--- src/rtl/evt_irq_ctrl.sv ---
module evt_irq_ctrl #(
  parameter int NCH = 6,
  parameter int DW  = 8
) (
  input  logic           clk,
  input  logic           rst_n,
  input  logic [NCH-1:0] ovf_evt,
  input  logic [NCH-1:0] idx_evt,
  input  logic [NCH-1:0] dir_up,
  input  logic [2:0]     reg_addr,
  input  logic           reg_wr,
  input  logic [DW-1:0]  reg_wdata,
  output logic [DW-1:0]  reg_rdata,
  output logic           irq_ovf,
  output logic           irq_idx,
  input  logic           iack,
  input  logic           iack_sel,
  output logic [DW-1:0]  iack_vec
);
  localparam logic [2:0] A_OSTAT = 3'd0;
  localparam logic [2:0] A_ISTAT = 3'd1;
  localparam logic [2:0] A_DIR   = 3'd2;
  localparam logic [2:0] A_OMASK = 3'd3;
  localparam logic [2:0] A_IMASK = 3'd4;
  localparam logic [2:0] A_VEC   = 3'd5;

  logic [NCH-1:0] ostat, istat, omask, imask;
  logic [DW-1:1]  vbase;

  wire wr_ostat = reg_wr && reg_addr == A_OSTAT;
  wire wr_istat = reg_wr && reg_addr == A_ISTAT;

  always_ff @(posedge clk or negedge rst_n) begin
    if (!rst_n) begin
      ostat <= '0;
      istat <= '0;
      omask <= '1;
      imask <= '1;
      vbase <= '0;
    end else begin
      ostat <= (wr_ostat ? '0 : ostat) | ovf_evt;
      istat <= (wr_istat ? '0 : istat) | idx_evt;
      if (reg_wr && reg_addr == A_OMASK) omask <= reg_wdata[NCH-1:0];
      if (reg_wr && reg_addr == A_IMASK) imask <= reg_wdata[NCH-1:0];
      if (reg_wr && reg_addr == A_VEC)   vbase <= reg_wdata[DW-1:1];
    end
  end

  assign irq_ovf  = |(ostat & ~omask);
  assign irq_idx  = |(istat & ~imask);
  assign iack_vec = iack ? {vbase, iack_sel} : '0;

  always_comb begin
    case (reg_addr)
      A_OSTAT: reg_rdata = DW'(ostat);
      A_ISTAT: reg_rdata = DW'(istat);
      A_DIR:   reg_rdata = DW'(dir_up);
      A_OMASK: reg_rdata = DW'(omask);
      A_IMASK: reg_rdata = DW'(imask);
      A_VEC:   reg_rdata = {vbase, 1'b0};
      default: reg_rdata = '0;
    endcase
  end

  p_sticky_r1: assert property (@(posedge clk) disable iff (!rst_n)
    !wr_ostat |=> ((ostat & $past(ostat)) == $past(ostat)));

  p_evt_wins_r3: assert property (@(posedge clk) disable iff (!rst_n)
    (|idx_evt) |=> ((istat & $past(idx_evt)) == $past(idx_evt)));

  p_all_masked_r4: assert property (@(posedge clk) disable iff (!rst_n)
    (reg_wr && reg_addr == A_OMASK && reg_wdata[NCH-1:0] == {NCH{1'b1}}) |=> !irq_ovf);

  p_clr_drops_r5: assert property (@(posedge clk) disable iff (!rst_n)
    (wr_istat && idx_evt == '0) |=> !irq_idx);

  p_vec_store_r6: assert property (@(posedge clk) disable iff (!rst_n)
    (reg_wr && reg_addr == A_VEC) |=> (vbase == $past(reg_wdata[DW-1:1])));
endmodule

--- config.mk ---
export PLATFORM = sky130hd
export DESIGN_NAME = evt_irq_ctrl
export DESIGN_NICKNAME = d
export VERILOG_FILES = /design/src/rtl/evt_irq_ctrl.sv
export SDC_FILE = /design/constraint.sdc
export NUM_CORES = 1
export LEC_CHECK = 0
export ABC_AREA = 1
export ABC_CLOCK_PERIOD_IN_PS = 2150
export BUFFER_PORTS_ARGS = -buffer_cell sky130_fd_sc_hd__buf_2
export CAP_MARGIN = 20
export CORE_ASPECT_RATIO = 0.75
export CORE_UTILIZATION = 40
export DETAILED_ROUTE_END_ITERATION = 10
export SYNTH_ARGS = -nofsm -noshare
export SYNTH_HDL_FRONTEND = slang
export SYNTH_SLANG_ARGS = --single-unit
--- constraint.sdc ---
create_clock -name clk -period 2.15 [get_ports clk]
set_input_delay 0.1075 -clock clk [delete_from_list [all_inputs] [get_ports clk]]
set_output_delay 0.1075 -clock clk [all_outputs]
set_load 0.1 [all_outputs]
==> impl_metrics.toml <==
[floorplan]
core_sq_mm = 0.00410
fp-row-count = 20
die_area_sq_mm = 0.00463
die_x_microns = 78.3
die_h_microns = 59.2
start_util_pct = 42.5
io_pins = 52

[worst_setup_path]
cp_max_fo = 3
crit_arrival_ps = 1550
slowest_stage = "dfstp_2"
cpMostUsedCell = "nand2_1"
critPathRequiredTime_ps = 2040
crit_chain = "nand4_1 > nand2_1 > nor2_1 > nand2_1 > buf_2"
critical_path.max_stage_delay_ps = 560
crit_path_start_kind = "flip-flop"
cp-end-kind = "output pin"
critPathKind = "reg2out"

[min_path]
min_path_type = "in2reg"

[sta]
min_period_ps = 1660
clock_skew_ps = 0
rsz0062_at_grt = "no"
relSlewSlack_pct = 55.2
hold_viol = 0
max_freq_mhz = 604
slew_violations = 0
setup_violations = 0
fin_crit_sh_pct = 77.1
finalSetupTns_ps = 0
worst_slew_pin_slew_ps = 671

[synthesis]
synth_most_common_cell = "nand2_1"
synth_adder_area_share_pct = 0
ys_async_sr_fraction_pct = 100
synth_area_leaders = "dfrtp_1 27%, dfstp_2 18%, nand2_1 13%, inv_1 7.1%, nand4_1 6.1%"
synth_top_family_by_area = "simple AND/OR/NAND/NOR gates"
yosysWarnings = 0
synth_edf_count = 0
ys.flop_type = "dfrtp_1"
synth_xor_area_share_pct = 0
ys_seq_area_share_pct = 45.3
ys_ff_latch = 31
synth_cells = 231
yosys.area_share.simple_pct = 32.0
synth.distinct_cells = 20
synthMuxAreaShare_pct = 0
avgSynthCellArea_sq_um = 7.55
yosysTopAreaCellShare_pct = 27.3
syn_nets = 265
synth_compound_area_share_pct = 13.0
synth_area_sq_mm = 0.00174
yosysTopAreaCell = "dfrtp_1"
netlist_top_cells_count = "59 x nand2_1, 33 x inv_1, 27 x nor2_1, 19 x dfrtp_1, 17 x nand4_1"

[clock_network]
clk_pin_slew_ps = 70
postCtsSetupRepairBufs = 0
cts_tree = "built"
cts.sinks = 31
root_buffer = "clkbuf_8"
htreeDepth = 2
clock_path_buffers = 2
cts_made_buffers = 5
clock_latency_ps = 280
cts_resized = 0

[place]
gp_congestion = 0.832
dp_cells = 329
dp_hpwl_mm = 3.26
portBuffers = 51

[cells_and_area]
syn2layout_area_growth_pct = 24.6
diodes = 0
fin_cells = 338
nets = 316
drive_gt1_share_pct = 28.6

[drt]
drt-pass1-iter-count = 4
wl_per_cell_microns = 13.0
viasPerCell = 4.75
wl_mm = 4.39
drc = 0
ant_nets = 0
first_iter_violations = 144
vias = 1606

[global_route]
overflow = 0
globalRouteTotalUtil_pct = 21.2
antenna_found_initial = 0
grt_first_pass_wirelength_mm = 7.30
grt_max_degree = 32
grt_pass1_vias = 1473

[run]
maxCapViolCount = 0

[power_and_ir_drop]
leakage_nw = 1.28
p_per_area_mw_per_mm2 = 903
peakVddDrop_uv = 394

[outcome]
status = "finished clean"
==> metrics by stage <==
| step | power, mW | util [%] | cell area [sq um] | worst slack (ps) | hold slack [ps] |
|---|---|---|---|---|---|
| after floorplan | 1.16 | - | 1740 | 259 | -188 |
| after global placement | 1.28 | 49.5 | 2030 | 574 | 194 |
| after detailed placement | 1.29 | 49.5 | 2030 | 581 | 189 |
| after CTS | 1.97 | 53.0 | 2170 | 490 | 11.4 |
| after global routing | 2.06 | 53.0 | 2170 | 423 | 11.7 |
| final | 1.96 | 53.0 | 2170 | 493 | 14.4 |
==> final timing paths <==
kind / start / to / slack, ps / cells past startpoint
max: omask[2] / reg_rdata[2] / 490 / 5
min: ovf_evt[4] / ostat[4] / 10 / 2
max reg2reg: imask[2] / imask[2] / 1350 / 2
min reg2reg: omask[1] / omask[1] / 500 / 2
max in group asynchronous: rst_n / istat[0] / 1310 / 2
min in group asynchronous: rst_n / ostat[0] / 400 / 2
==> cells by family after synthesis <==
kind of cell    count (synthesis)
flops                          31
compound gates                 37
simple gates                  120
buf+inv                        43
==> critical path: cells and delay by family (launching register included) <==
family | cells | cell delay [ps]
buf+inv | 1 | 410
flops | 1 | 560
simple gates | 4 | 290
==> report_power, final <==
part           switching [mW]  internal, mW  total (mW)
Combinational           0.403         0.116       0.519
Sequential             0.0656         0.691       0.757
Clock                   0.224         0.463       0.687
==> flip-flops by register name, summed over array words and instances (netlist names) <==
register and cells:
imask 6, omask 6, istat 6, ostat 6
vbase 7
==> timing repair <==
action                                  CTS  global route
endpoints found under the hold margin    19             0
hold buffers                              1             0
endpoints found under the setup margin    0             0
==> routing by layer <==
layer / up-vias / part of all wire [%] / GRT usage, %
li1: 844 / - / -
met1: 712 / 54 / 31.0
met4: 0 / 1.2 / 7.94
met2: 43 / 40 / 30.1
met5: - / 0 / 0
met3: 7 / 5.3 / 5.54
==> layout by cell type, fill, tap and decap left out, drive strengths merged <==
| cell | instances |
|---|---|
| clkbuf | 6 |
| dlygate4sd3 | 1 |
| buf | 51 |
| nand3 | 9 |
| o21ai | 18 |
| dfrtp | 19 |
| o22ai | 6 |
| o21bai | 12 |
| bufinv | 2 |
| nor2 | 33 |
| nand2 | 61 |
| inv | 35 |
| a21oi | 1 |
| nand4 | 17 |
| dfstp | 12 |
==> layout make-up <==
cell class | count | area (sq um)
fill | 422 | 1930
sequential | 31 | 791
multi-input combinational | 157 | 785
timing repair buffer | 52 | 265
inverter | 35 | 131
clock buffer | 6 | 72.6
tap | 55 | 68.8
clock inverter | 2 | 60.1
(Power assumes the default switching activity.)
